$ cat src/rtl/gpio_port_pkg.sv
package gpio_port_pkg;

    localparam int unsigned ADDR_W = 2;

    typedef enum logic [ADDR_W-1:0] {
        REG_DIR  = 2'd0,
        REG_PORT = 2'd1,
        REG_LAT  = 2'd2,
        REG_NONE = 2'd3
    } reg_sel_e;

    typedef enum logic [1:0] {
        BOP_NONE = 2'b00,
        BOP_SET  = 2'b01,
        BOP_CLR  = 2'b10,
        BOP_TGL  = 2'b11
    } bitop_e;

    typedef enum logic {
        BUS_IDLE = 1'b0,
        BUS_RESP = 1'b1
    } bus_state_e;

endpackage

$ cat src/rtl/gpio_sync.sv
module gpio_sync #(
    parameter int WIDTH  = 8,
    parameter int STAGES = 2
) (
    input  logic             clk,
    input  logic             rst_n,
    input  logic [WIDTH-1:0] async_in,
    output logic [WIDTH-1:0] sync_out
);
    logic [WIDTH-1:0] chain [STAGES];

    generate
        for (genvar s = 0; s < STAGES; s++) begin : g_stage
            if (s == 0) begin : g_first
                always_ff @(posedge clk) begin
                    if (!rst_n) chain[s] <= '0;
                    else        chain[s] <= async_in;
                end
            end else begin : g_next
                always_ff @(posedge clk) begin
                    if (!rst_n) chain[s] <= '0;
                    else        chain[s] <= chain[s-1];
                end
            end
        end
    endgenerate

    assign sync_out = chain[STAGES-1];
endmodule

$ cat src/rtl/gpio_bitop.sv
module gpio_bitop
    import gpio_port_pkg::*;
#(
    parameter int WIDTH = 8,
    localparam int IDX_W = (WIDTH > 1) ? $clog2(WIDTH) : 1
) (
    input  logic [WIDTH-1:0] src,
    input  logic [1:0]       op,
    input  logic [IDX_W-1:0] idx,
    output logic [WIDTH-1:0] result
);
    logic [WIDTH-1:0] mask;

    always_comb begin
        mask = '0;
        mask[idx] = 1'b1;
        unique case (bitop_e'(op))
            BOP_SET:  result = src | mask;
            BOP_CLR:  result = src & ~mask;
            BOP_TGL:  result = src ^ mask;
            default:  result = src;
        endcase
    end
endmodule

$ cat src/rtl/gpio_pad_drv.sv
module gpio_pad_drv #(
    parameter int WIDTH = 8
) (
    input  logic [WIDTH-1:0] dir,
    input  logic [WIDTH-1:0] lat,
    output logic [WIDTH-1:0] pad_out,
    output logic [WIDTH-1:0] pad_oe
);
    generate
        for (genvar i = 0; i < WIDTH; i++) begin : g_pin
            assign pad_oe[i]  = ~dir[i];
            assign pad_out[i] = ~dir[i] & lat[i];
        end
    endgenerate
endmodule

$ cat src/rtl/gpio_port_regs.sv
module gpio_port_regs
    import gpio_port_pkg::*;
#(
    parameter int WIDTH       = 8,
    parameter int SYNC_STAGES = 2,
    localparam int IDX_W = (WIDTH > 1) ? $clog2(WIDTH) : 1
) (
    input  logic              clk,
    input  logic              rst_n,
    input  logic [ADDR_W-1:0] bus_addr,
    input  logic              bus_wr,
    input  logic [WIDTH-1:0]  bus_wdata,
    input  logic              bus_rd,
    output logic [WIDTH-1:0]  bus_rdata,
    output logic              bus_rvalid,
    input  logic [1:0]        bit_op,
    input  logic [IDX_W-1:0]  bit_idx,
    input  logic [WIDTH-1:0]  pad_in,
    output logic [WIDTH-1:0]  pad_out,
    output logic [WIDTH-1:0]  pad_oe
);
    bus_state_e       state_q, state_d;
    logic [WIDTH-1:0] dir_q, lat_q, sync_q;
    logic [WIDTH-1:0] view, modified, rdata_q;
    logic             bit_take;

    gpio_sync #(.WIDTH(WIDTH), .STAGES(SYNC_STAGES)) i_sync (
        .clk      (clk),
        .rst_n    (rst_n),
        .async_in (pad_in),
        .sync_out (sync_q)
    );

    // View at the addressed register: the read side of reads and bit commands.
    always_comb begin
        unique case (reg_sel_e'(bus_addr))
            REG_DIR:  view = dir_q;
            REG_PORT: view = sync_q;
            REG_LAT:  view = lat_q;
            default:  view = '0;
        endcase
    end

    gpio_bitop #(.WIDTH(WIDTH)) i_bitop (
        .src    (view),
        .op     (bit_op),
        .idx    (bit_idx),
        .result (modified)
    );

    assign bit_take = !bus_wr && (bitop_e'(bit_op) != BOP_NONE);

    always_ff @(posedge clk) begin
        if (!rst_n) begin
            dir_q <= '1;
            lat_q <= '0;
        end else if (bus_wr) begin
            unique case (reg_sel_e'(bus_addr))
                REG_DIR:          dir_q <= bus_wdata;
                REG_PORT, REG_LAT: lat_q <= bus_wdata;
                default:          ;
            endcase
        end else if (bit_take) begin
            unique case (reg_sel_e'(bus_addr))
                REG_DIR:          dir_q <= modified;
                REG_PORT, REG_LAT: lat_q <= modified;
                default:          ;
            endcase
        end
    end

    gpio_pad_drv #(.WIDTH(WIDTH)) i_pad (
        .dir     (dir_q),
        .lat     (lat_q),
        .pad_out (pad_out),
        .pad_oe  (pad_oe)
    );

    // Response state machine: state register.
    always_ff @(posedge clk) begin
        if (!rst_n) begin
            state_q <= BUS_IDLE;
            rdata_q <= '0;
        end else begin
            state_q <= state_d;
            if (bus_rd) rdata_q <= view;
        end
    end

    // Next-state logic: take_read, chain_read, release.
    always_comb begin
        unique case (state_q)
            BUS_IDLE: state_d = bus_rd ? BUS_RESP : BUS_IDLE;
            BUS_RESP: state_d = bus_rd ? BUS_RESP : BUS_IDLE;
            default:  state_d = BUS_IDLE;
        endcase
    end

    // Output process.
    always_comb begin
        unique case (state_q)
            BUS_RESP: begin
                bus_rvalid = 1'b1;
                bus_rdata  = rdata_q;
            end
            default: begin
                bus_rvalid = 1'b0;
                bus_rdata  = '0;
            end
        endcase
    end
endmodule

$ cat config.mk
export PLATFORM = sky130hd
export DESIGN_NAME = gpio_port_regs
export DESIGN_NICKNAME = d
export VERILOG_FILES = /design/src/rtl/gpio_port_pkg.sv /design/src/rtl/gpio_sync.sv /design/src/rtl/gpio_bitop.sv /design/src/rtl/gpio_pad_drv.sv /design/src/rtl/gpio_port_regs.sv
export SDC_FILE = /design/constraint.sdc
export NUM_CORES = 1
export LEC_CHECK = 0
export CAP_MARGIN = 40
export CORE_ASPECT_RATIO = 1.2
export CORE_UTILIZATION = 50
export CTS_CLUSTER_DIAMETER = 200
export DETAILED_ROUTE_END_ITERATION = 8
export GPL_TIMING_DRIVEN = 0
export HOLD_SLACK_MARGIN = 0.06
export PLACE_DENSITY_LB_ADDON = 0.3
export SLEW_MARGIN = 20
export SYNTH_ARGS = -nofsm -noshare
export SYNTH_HDL_FRONTEND = slang
export SYNTH_SLANG_ARGS = --single-unit
export TNS_END_PERCENT = 20
$ cat constraint.sdc
create_clock -name clk -period 2.5 [get_ports clk]
set_input_delay 0.625 -clock clk [delete_from_list [all_inputs] [get_ports clk]]
set_output_delay 0.625 -clock clk [all_outputs]
set_load 0.05 [all_outputs]
# Word-level counts from Yosys, hierarchy flattened
# Memory sizes are Yosys's and may differ from the RTL's.
# Index checks and enable logic that the tools add are counted.
dict set report word_totals {
  output_inout_bits 25
  ff_bits 25
  input_bits 27
  n_memories 1
  ram_bits 16
}
dict set report classes {
  reduce_logical 9
  n_lt_le_gt_ge 2
  eq_ne 5
  muxes 19
  bitwise_logic 22
}
# name depth word_bits rd rd_clocked_by_memory_dff wr line
set memory_table {}
lappend memory_table {i_sync.chain 2 8 2 0 2 gpio_sync.sv:10} ;# logic [WIDTH-1:0] chain [STAGES];
# cell n
set op_table {}
lappend op_table {{2-to-1 mux 8 bit} 11}
lappend op_table {{case mux 8 bit (3 select lines)} 2}
lappend op_table {{AND 1 bit} 8}
lappend op_table {{AND 8 bit} 1}
lappend op_table {{inverter 1 bit} 8}
lappend op_table {{inverter 8 bit} 1}
lappend op_table {{OR 8 bit} 1}
lappend op_table {{XOR 8 bit} 1}
lappend op_table {{equality test 2 bit, second input constant} 3}
lappend op_table {{2-to-1 mux 1 bit} 5}
lappend op_table {{equality test 2 x 1 -> 1 bit, second input constant} 2}
lappend op_table {{< comparator 3 x 4 -> 1 bit, second input constant} 1}
lappend op_table {{AND reduction 2 bit} 2}
lappend op_table {{nonzero test 2 bit} 2}
lappend op_table {{demux 1 bit (select 3 bit)} 1}
lappend op_table {{>= comparator 3 x 1 -> 1 bit, second input constant} 1}
lappend op_table {{logical AND 1 bit} 2}
lappend op_table {{zero test 2 bit} 1}
lappend op_table {{OR 1 bit} 2}
lappend op_table {{OR reduction 2 bit} 1}
lappend op_table {{zero test 1 bit} 1}

# Logic depth before layout (Yosys ltp)
# Gate-level depths: netlist of run 1.
dict set report depth {
  ltp_word 10
  depth_mapped 10
  mapped_depth_nobuf 9
}

# Cells and area by module
# From an unflattened synthesis of run 1, not the netlist that was laid out.
dict set report unflattened {
  hier_cells 241
  hier_area_um2 2341.0
}
# mod instances area_each_um2 cells_each
set modules_own_cells {}
lappend modules_own_cells {gpio_port_regs 1 1292.5 141}
lappend modules_own_cells {gpio_bitop 1 521.8 51}
lappend modules_own_cells {gpio_sync 1 446.7 33}
lappend modules_own_cells {gpio_pad_drv 1 80.1 16}

# Least setup slack after synthesis of run 1
# No wires, ideal clock.
dict set report synth_timing {
  kind {input to register}
  startpoint {input bus_addr[0]}
  endpoint {register dir_q[4]}
  arrival_time_ps 2284
  t_required_ps 2426
  setup_slack_ps 142
  cell_stages 10
  setup_time_ps 74
  cell_sequence {inv_1 -> ha_1 -> clkbuf_1 -> a222oi_1 -> nor2_1 -> ha_1 -> nand2_1 -> o21ai_1 -> a221o_1 -> a31oi_1}
}
dict set report synth_via {
  elab_chain_cells 7
}
# element line
set synth_lines {}
lappend synth_lines {{start: declaration} gpio_port_regs.sv:10} ;# input logic [ADDR_W-1:0] bus_addr,
lappend synth_lines {{equality test 2 bit, or another cell as far along} gpio_port_regs.sv:36} ;# unique case (reg_sel_e'(bus_addr))
lappend synth_lines {{case mux 8 bit (3 select lines) (*)} gpio_port_regs.sv:36}
lappend synth_lines {{via i_bitop.src[4]} gpio_bitop.sv:7} ;# input logic [WIDTH-1:0] src,
lappend synth_lines {{XOR 8 bit, or another cell as far along} gpio_bitop.sv:20} ;# BOP_TGL: result = src ^ mask;
lappend synth_lines {{case mux 8 bit (3 select lines) (*)} gpio_bitop.sv:17} ;# unique case (bitop_e'(op))
lappend synth_lines {{2-to-1 mux 8 bit (*)} gpio_port_regs.sv:64} ;# unique case (reg_sel_e'(bus_addr))
lappend synth_lines {{2-to-1 mux 8 bit (*)} gpio_port_regs.sv:63} ;# end else if (bit_take) begin
lappend synth_lines {{2-to-1 mux 8 bit (*)} gpio_port_regs.sv:57} ;# end else if (bus_wr) begin
lappend synth_lines {{end signal: assignment} gpio_port_regs.sv:59} ;# REG_DIR: dir_q <= bus_wdata;
lappend synth_lines {{end signal: assignment} gpio_port_regs.sv:65} ;# REG_DIR: dir_q <= modified;
lappend synth_lines {{end: declaration} gpio_port_regs.sv:23} ;# logic [WIDTH-1:0] dir_q, lat_q, sync_q;
# The timed path passes the listed nets; every way through them passes the cells marked *. The select of a mux whose other input is x is not followed.
# A chain may end at the register's enable or synchronous reset.

# Worst setup path after layout of run 1
dict set report layout_timing {
  startpoint {input bit_idx[2]}
  endpoint {register lat_q[4]}
}
dict set report layout_via {
  elab_chain_cells 10
}
# element line
set layout_lines {}
lappend layout_lines {{start: declaration} gpio_port_regs.sv:17} ;# input logic [IDX_W-1:0] bit_idx,
lappend layout_lines {{< comparator 3 x 4 -> 1 bit (implied by the code) or >= comparator 3 x 1 -> 1 bit (tied branches)} gpio_bitop.sv:16} ;# mask[idx] = 1'b1;
lappend layout_lines {{logical AND 1 bit (implied by the code)} gpio_bitop.sv:16}
lappend layout_lines {{2-to-1 mux 1 bit (implied by the code)} gpio_bitop.sv:16}
lappend layout_lines {{demux 1 bit (select 3 bit) (*)} -}
lappend layout_lines {{inverter 8 bit} gpio_bitop.sv:19} ;# BOP_CLR: result = src & ~mask;
lappend layout_lines {{AND 8 bit} gpio_bitop.sv:19}
lappend layout_lines {{case mux 8 bit (3 select lines) (*)} gpio_bitop.sv:17}
lappend layout_lines {{2-to-1 mux 8 bit (*)} gpio_port_regs.sv:64}
lappend layout_lines {{2-to-1 mux 8 bit (*)} gpio_port_regs.sv:63}
lappend layout_lines {{2-to-1 mux 8 bit (*)} gpio_port_regs.sv:57}
lappend layout_lines {{end signal: assignment} gpio_port_regs.sv:60} ;# REG_PORT, REG_LAT: lat_q <= bus_wdata;
lappend layout_lines {{end signal: assignment} gpio_port_regs.sv:66} ;# REG_PORT, REG_LAT: lat_q <= modified;
lappend layout_lines {{end: declaration} gpio_port_regs.sv:23}
# Every way passes the cells marked *; elsewhere a longest branch is shown, timed or not. The select of a mux whose other input is x is not followed.

==> results of run 1 <==
[flip-flops by register name, summed over array words and instances, names as in the netlist]
register and count:
dir_q 8, state_q 1, lat_q 8, rdata_q 8
i_sync.chain 16
[worst min-delay path by stage]
stage                               to  slack (ps)
CTS                 i_sync.chain[1][5]         440
global route        i_sync.chain[1][4]         450
floorplan           i_sync.chain[1][0]         410
finish              i_sync.chain[1][4]         440
detailed placement  i_sync.chain[1][5]         420
global placement    i_sync.chain[1][0]         410
[per-layer routing]
layer | vias up | part of all wire | global-route usage | routed length (µm)
li1 | 990 | - | - | -
met1 | 863 | 0.44 | 0.252 | 2110
met2 | 59 | 0.49 | 0.403 | 2370
met3 | 10 | 0.050 | 0.0419 | 238
met4 | 0 | 0.017 | 0.0909 | 80
met5 | - | 0 | 0 | 0
[power by group]
| part | internal, µW | switching (µW) | leakage, µW | total (µW) |
|---|---|---|---|---|
| Sequential | 694 | 25.8 | 0.000338 | 720 |
| Clock | 193 | 227 | 0.0000439 | 420 |
| Combinational | 160 | 198 | 0.000844 | 359 |
[final cells by class]
type | count | area share
Tap cell | 56 | 0.0241
Multi-Input combinational cell | 173 | 0.434
Inverter | 19 | 0.0245
Buffer | 15 | 0.0374
Sequential cell | 41 | 0.282
Clock inverter | 3 | 0.00602
Timing Repair Buffer | 50 | 0.168
Clock buffer | 5 | 0.0237
[cells in the final DEF, fill, tap and decap left out, types with 2 or more instances in the layout]
cell,instances
sky130_fd_sc_hd__inv_1,19
sky130_fd_sc_hd__nand3b_1,11
sky130_fd_sc_hd__nor2_1,10
sky130_fd_sc_hd__a21oi_1,7
sky130_fd_sc_hd__buf_6,6
sky130_fd_sc_hd__o311ai_1,6
sky130_fd_sc_hd__o21ai_0,5
sky130_fd_sc_hd__o22a_1,7
sky130_fd_sc_hd__clkbuf_2,2
sky130_fd_sc_hd__a222oi_1,8
sky130_fd_sc_hd__and2_1,25
sky130_fd_sc_hd__o211ai_2,4
sky130_fd_sc_hd__clkinv_2,2
sky130_fd_sc_hd__clkbuf_8,5
sky130_fd_sc_hd__clkdlybuf4s50_1,47
sky130_fd_sc_hd__buf_2,3
sky130_fd_sc_hd__or3b_2,2
sky130_fd_sc_hd__dfxtp_1,41
sky130_fd_sc_hd__nand2_1,32
sky130_fd_sc_hd__ha_2,2
sky130_fd_sc_hd__ha_1,18
sky130_fd_sc_hd__clkbuf_1,5
sky130_fd_sc_hd__o211ai_1,2
sky130_fd_sc_hd__nor2b_1,10
sky130_fd_sc_hd__o21ai_1,5
sky130_fd_sc_hd__o311a_1,7
[what timing repair did]
| action | in CTS | in global routing |
|---|---|---|
| endpoints found under the setup margin | 16 | 14 |
| gates resized for setup | 3 | 7 |
| buffers inserted | 1 | 0 |
| pin swaps | 2 | 5 |
[critical path, stage by stage]
cell and delay, ps:
sky130_fd_sc_hd__clkdlybuf4s50_1 600, sky130_fd_sc_hd__or3b_2 510, sky130_fd_sc_hd__ha_1 310, sky130_fd_sc_hd__nand2_1 70, sky130_fd_sc_hd__o21ai_1 60, sky130_fd_sc_hd__a221o_1 330, sky130_fd_sc_hd__a21oi_1 140
[cells by family after synthesis]
family	after synthesis
fa+ha+maj	20
simple gates	95
buf+inv	36
flops	41
compound gates	58
[through the flow]
stage          hold slack (ps)  power, µW  setup TNS, ps
3_5_place_dp               419       1090          -7300
4_1_cts                    438       1510              0
2_1_floorplan              412        966              0
3_3_place_gp               415       1080          -6940
5_1_grt                    452       1580              0
6_report                   437       1500              0
==> insert_results.sql, run 1 <==
INSERT INTO impl_metrics (metric_group, metric, value, unit) VALUES
('finish', 'final_layout_size_suffix_gt1_frac', '0.108', ''),
('finish', 'final_std_cells_w_o_fill', '362', ''),
('floorplanning', 'dieArea', '4800', 'µm²'),
('placed_design', 'dpl_cell_area', '2820', 'µm²'),
('logic_synthesis', 'synth_seq_cells', '41', ''),
('floorplanning', 'die_w', '63.4', 'µm'),
('timing', 'finalWorstSetupSlack', '83.9', 'ps'),
('placed_design', 'detailedPlace.worstSlack', '-601', 'ps'),
('floorplanning', 'die_h', '75.7', 'µm'),
('placed_design', 'gp_congestion', '0.769', ''),
('finish', 'num_antenna_cells', '0', ''),
('logic_synthesis', 'yosys-mux-area-fraction', '0', ''),
('logic_synthesis', 'synth_async_sr_flop_share', '0', ''),
('floorplanning', 'io_pins', '52', ''),
('clock_network', 'cts_hold_buf', '0', ''),
('logic_synthesis', 'post-synth-top-count-cell', 'sky130_fd_sc_hd__dfxtp_1', ''),
('worst_hold_path', 'timing.hold.worst.start', 'i_sync.chain[0][4]', ''),
('clock_network', 'clk_root_buffer_cell', 'sky130_fd_sc_hd__clkbuf_8', ''),
('critical_path', 'r2r.worst_path.cells', '7', ''),
('clock_network', 'clock_sinks', '41', ''),
('grt', 'pin_count_of_the_biggest_net_entering_global_routing', '14', ''),
('logic_synthesis', 'netlist_top_cells_area', 'sky130_fd_sc_hd__dfxtp_1 36%, sky130_fd_sc_hd__ha_1 11%, sky130_fd_sc_hd__and2_1 6.9%, sky130_fd_sc_hd__nand2_1 5.3%, sky130_fd_sc_hd__nand3b_1 3.7%', ''),
('placed_design', 'numPlacedInstances', '355', ''),
('logic_synthesis', 'synth.cells.most_frequent', '41 x sky130_fd_sc_hd__dfxtp_1, 32 x sky130_fd_sc_hd__nand2_1, 25 x sky130_fd_sc_hd__and2_1', ''),
('timing', 'grt_setup_unrepaired', 'no', ''),
('routing', 'routed_wl', '4790', 'µm'),
('worst_hold_path', 'hold_depth', '1', ''),
('critical_path', 'worst_r2r_endpoint', 'dir_q[3]', ''),
('logic_synthesis', 'synth_top_family_by_area', 'simple AND/OR/NAND/NOR gates', ''),
('finish', 'filler_cell_count', '363', ''),
('critical_path', 'reg2reg_slack', '740', 'ps'),
('run_status', 'run_status', 'finished, final reports clean', ''),
('logic_synthesis', 'synthesized_area_fraction_occupied_by_xor_and_xnor_cells', '0', ''),
('placed_design', 'post-dp-hpwl', '3660', 'µm'),
('timing', 'finalHoldViolCount', '0', ''),
('routing', 'detail_route.vias_per_cell', '5.31', ''),
('critical_path', 'cp_data_arrival_time', '2650', 'ps'),
('critical_path', 'crit-reg2reg-launch', 'lat_q[3]', ''),
('finish', 'finalNetCount', '352', ''),
('logic_synthesis', 'mappedNetlistNets', '297', ''),
('worst_hold_path', 'hp-class', 'reg2reg', ''),
('job', 'max_cap_violations', '0', ''),
('critical_path', 'worst_setup_path_end_kind', 'flip-flop', ''),
('clock_network', 'clockBufferDepth', '2', ''),
('finish', 'final-seq-area', '821', 'µm²'),
('clock_network', 'worstSkewPairLatency', '290', 'ps'),
('finish', 'area_occupied_by_multi_input_gates', '1260', 'µm²'),
('clock_network', 'cts_tree', 'done', ''),
('critical_path', 'path_class', 'in2reg', ''),
('logic_synthesis', 'synth_simple_gate_area_share', '0.229', ''),
('critical_path', 'critical_path.endpoint', 'lat_q[4]', ''),
('logic_synthesis', 'synthDominantCellAreaShare', '0.363', ''),
('routing', 'drt_pass1_iterations', '5', ''),
('logic_synthesis', 'syn-mean-instance-area', '9.04', 'µm²'),
('routing', 'first_drt_iteration_drcs', '99', ''),
('logic_synthesis', 'synth_area', '2260', 'µm²'),
('timing', 'layout_worst_path_cycle_share', '0.966', ''),
('logic_synthesis', 'synth_edf_count', '0', ''),
('power', 'power_leakage', '0.00123', 'µW'),
('logic_synthesis', 'post_synthesis_cell_type_count', '34', ''),
('timing', 'final-max-slew-violation-count', '0', ''),
('critical_path', 'cp-start-kind', 'input port', ''),
('placed_design', 'port_buffers', '49', ''),
('timing', 'timing.final.crit_period', '2420', 'ps'),
('timing', 'finalSetupViolations', '0', ''),
('critical_path', 'crit_path_start', 'bit_idx[2]', ''),
('timing', 'finalClockSkew', '9.51', 'ps'),
('logic_synthesis', 'synth_area_in_compound_gates', '0.217', ''),
('critical_path', 'critical_path_peak_fanout', '8', ''),
('timing', 'max_slew_margin', '0.666', ''),
('routing', 'vias', '1922', '');
Power figures use the tool's default switching activity.
==> inputs of run 2 (changes only) <==
--- a/config.mk
+++ b/config.mk
@@ -13,6 +13,7 @@
 export GPL_TIMING_DRIVEN = 0
 export HOLD_SLACK_MARGIN = 0.06
 export PLACE_DENSITY_LB_ADDON = 0.3
+export RECOVER_POWER = 25
 export SLEW_MARGIN = 20
 export SYNTH_ARGS = -nofsm -noshare
 export SYNTH_HDL_FRONTEND = slang
==> insert_results.sql, run 2 (synthesis gave the netlist of run 1 again) <==
INSERT INTO impl_metrics (metric_group, metric, value, unit) VALUES
('run_status', 'run_status', 'finished, final reports clean', ''),
('placed_design', 'post-dp-hpwl', '3660', 'µm'),
('clock_network', 'clock_sinks', '41', ''),
('clock_network', 'worstSkewPairLatency', '290', 'ps'),
('finish', 'finalNetCount', '352', ''),
('power', 'share_comb_of_total_power', '0.238', ''),
('grt', 'overflow', '0', ''),
('finish', 'fin_area', '2910', 'µm²'),
('finish', 'top_register', 'i_sync.chain', ''),
('grt', 'wire_length_of_the_first_global_routing_pass', '8170', 'µm'),
('critical_path', 'worst_setup_path_end_kind', 'flip-flop', ''),
('routing', 'drt_pass1_iterations', '4', ''),
('clock_network', 'tritoncts.num_buffers', '5', ''),
('clock_network', 'cts_hold_buf', '0', ''),
('power', 'power_per_cell_area', '515', 'nW/µm²'),
('routing', 'first_drt_iteration_drcs', '100', ''),
('clock_network', 'clk_transition_reported_paths', '80', 'ps'),
('timing', 'worst_slew_pin_slew', '500', 'ps'),
('clock_network', 'clockBufferDepth', '2', ''),
('finish', 'num_antenna_cells', '0', ''),
('floorplanning', 'num_rows', '26', ''),
('clock_network', 'cts_tree', 'done', ''),
('timing', 'max_slew_margin', '0.666', ''),
('finish', 'final_std_cells_w_o_fill', '362', ''),
('power', 'ir_worst_vdd', '519', 'µV'),
('floorplanning', 'die_h', '75.7', 'µm'),
('grt', 'global_route.usage.total', '0.219', ''),
('finish', 'largest_register_ff_count', '16', ''),
('power', 'power_leakage', '0.00122', 'µW'),
('finish', 'area_delta_synth_final', '28.7', '%'),
('routing', 'final_routed_drc_violation_total', '0', ''),
('timing', 'maxClockFrequency', '414', 'MHz'),
('finish', 'fin_util', '0.677', ''),
('grt', 'pin_count_of_the_biggest_net_entering_global_routing', '14', ''),
('critical_path', 'path_class', 'in2reg', ''),
('timing', 'finalSetupViolations', '0', ''),
('placed_design', 'gp_congestion', '0.769', ''),
('timing', 'grt_setup_unrepaired', 'no', ''),
('critical_path', 'critical_path_peak_fanout', '8', ''),
('routing', 'vias', '1919', ''),
('routing', 'routed_wl', '4760', 'µm'),
('grt', 'first_global_vias', '1814', ''),
('floorplanning', 'die_w', '63.4', 'µm'),
('routing', 'detail_route.vias_per_cell', '5.30', ''),
('grt', 'number_of_antenna_violations_at_the_first_check_in_global_routing', '0', ''),
('floorplanning', 'floorplan.initialDensity', '0.527', ''),
('finish', 'layout.cells.most_common_list', '46 x sky130_fd_sc_hd__clkdlybuf4s50_1, 41 x sky130_fd_sc_hd__dfxtp_1, 32 x sky130_fd_sc_hd__nand2_1', ''),
('timing', 'finalHoldViolCount', '0', ''),
('finish', 'final_layout_size_suffix_gt1_frac', '0.108', ''),
('clock_network', 'clk_root_buffer_cell', 'sky130_fd_sc_hd__clkbuf_8', ''),
('placed_design', 'port_buffers', '49', ''),
('power', 'sw_frac_of_total', '0.302', ''),
('timing', 'finalClockSkew', '10.0', 'ps'),
('floorplanning', 'io_pins', '52', ''),
('routing', 'postRouteAntennaNets', '0', ''),
('critical_path', 'cp_data_arrival_time', '2650', 'ps'),
('power', 'clkPwrFrac', '0.281', ''),
('finish', 'final_common_cell', 'sky130_fd_sc_hd__clkdlybuf4s50_1', ''),
('placed_design', 'numPlacedInstances', '355', ''),
('worst_hold_path', 'hp-class', 'reg2reg', ''),
('timing', 'layout_worst_path_cycle_share', '0.967', ''),
('floorplanning', 'coreArea', '4290', 'µm²'),
('routing', 'wl_per_cell', '13.1', 'µm'),
('timing', 'timing.final.crit_period', '2420', 'ps'),
('power', 'power_dissipated_by_switching_net_loads', '452', 'µW'),
('power', 'sequentialPowerShare', '0.481', ''),
('timing', 'final-max-slew-violation-count', '0', ''),
('timing', 'timing.setup.tns', '0', 'ps'),
('placed_design', 'dpl_cell_area', '2820', 'µm²'),
('job', 'max_cap_violations', '0', ''),
('critical_path', 'cp-start-kind', 'input port', ''),
('clock_network', 'number_of_levels_the_h_tree_was_split_into', '2', ''),
('floorplanning', 'dieArea', '4800', 'µm²'),
('critical_path', 'worst_ep_required_time', '2730', 'ps'),
('power', 'internal_power', '1050', 'µW');
[run 2: cell types whose count changed in the layout (fill, tap and decap cells not counted), sizes merged]
cell | previous run | this run
dlygate4sd3 | 0 | 1
clkdlybuf4s50 | 47 | 46
[run 2: metal layers]
metal / global-route usage / vias to the layer above / part of all wire
met5: 0 / - / 0
met4: 0.0909 / 0 / 0.017
met3: 0.0419 / 10 / 0.043
met2: 0.403 / 48 / 0.49
met1: 0.252 / 870 / 0.44
li1: - / 991 / -
[run 2: what timing repair did]
action                     CTS  global route
buffers inserted             1             0
pin swaps                    2             5
resized for setup            3             7
setup endpoints to repair   16            14
[run 2: final cells by class]
type	count	area, µm²
Fill cell	363	1390
Multi-Input combinational cell	173	1260
Sequential cell	41	821
Timing Repair Buffer	50	488
Buffer	15	109
Inverter	19	71.3
Tap cell	56	70.1
Clock buffer	5	68.8
Clock inverter	3	17.5
[run 2: power by group through the flow]
| stage | clock network, µW | logic [µW] | registers (µW) |
|---|---|---|---|
| floorplan | 0 | 236 | 730 |
| global placement | 0 | 345 | 734 |
| detailed placement | 0 | 352 | 735 |
| CTS | 432 | 356 | 720 |
| global route | 457 | 395 | 727 |
| finish | 421 | 357 | 720 |
[run 2: stage by stage]
| stage | setup WS, ps | hold slack (ps) | power (µW) |
|---|---|---|---|
| 3_3_place_gp | -565 | 415 | 1080 |
| 2_1_floorplan | 142 | 412 | 966 |
| 3_5_place_dp | -601 | 419 | 1090 |
| 5_1_grt | 16.1 | 452 | 1580 |
| 6_report | 82.6 | 437 | 1500 |
| 4_1_cts | 48.8 | 438 | 1510 |
[run 2: worst paths after layout]
| check | start | end | slack [ps] | cells after the start |
|---|---|---|---|---|
| hold reg to reg | i_sync.chain[0][4] | i_sync.chain[1][4] | 440 | 1 |
| setup / recovery | bit_idx[2] | lat_q[4] | 80 | 7 |
| hold / removal | i_sync.chain[0][4] | i_sync.chain[1][4] | 440 | 1 |
| setup reg to reg | lat_q[3] | dir_q[3] | 760 | 7 |
[run 2: worst max-delay path, stage by stage]
cell                              delay, ps
sky130_fd_sc_hd__clkdlybuf4s50_1        600
sky130_fd_sc_hd__or3b_2                 510
sky130_fd_sc_hd__ha_1                   310
sky130_fd_sc_hd__nand2_1                 70
sky130_fd_sc_hd__o21ai_1                 60
sky130_fd_sc_hd__a221o_1                330
sky130_fd_sc_hd__a21oi_1                140
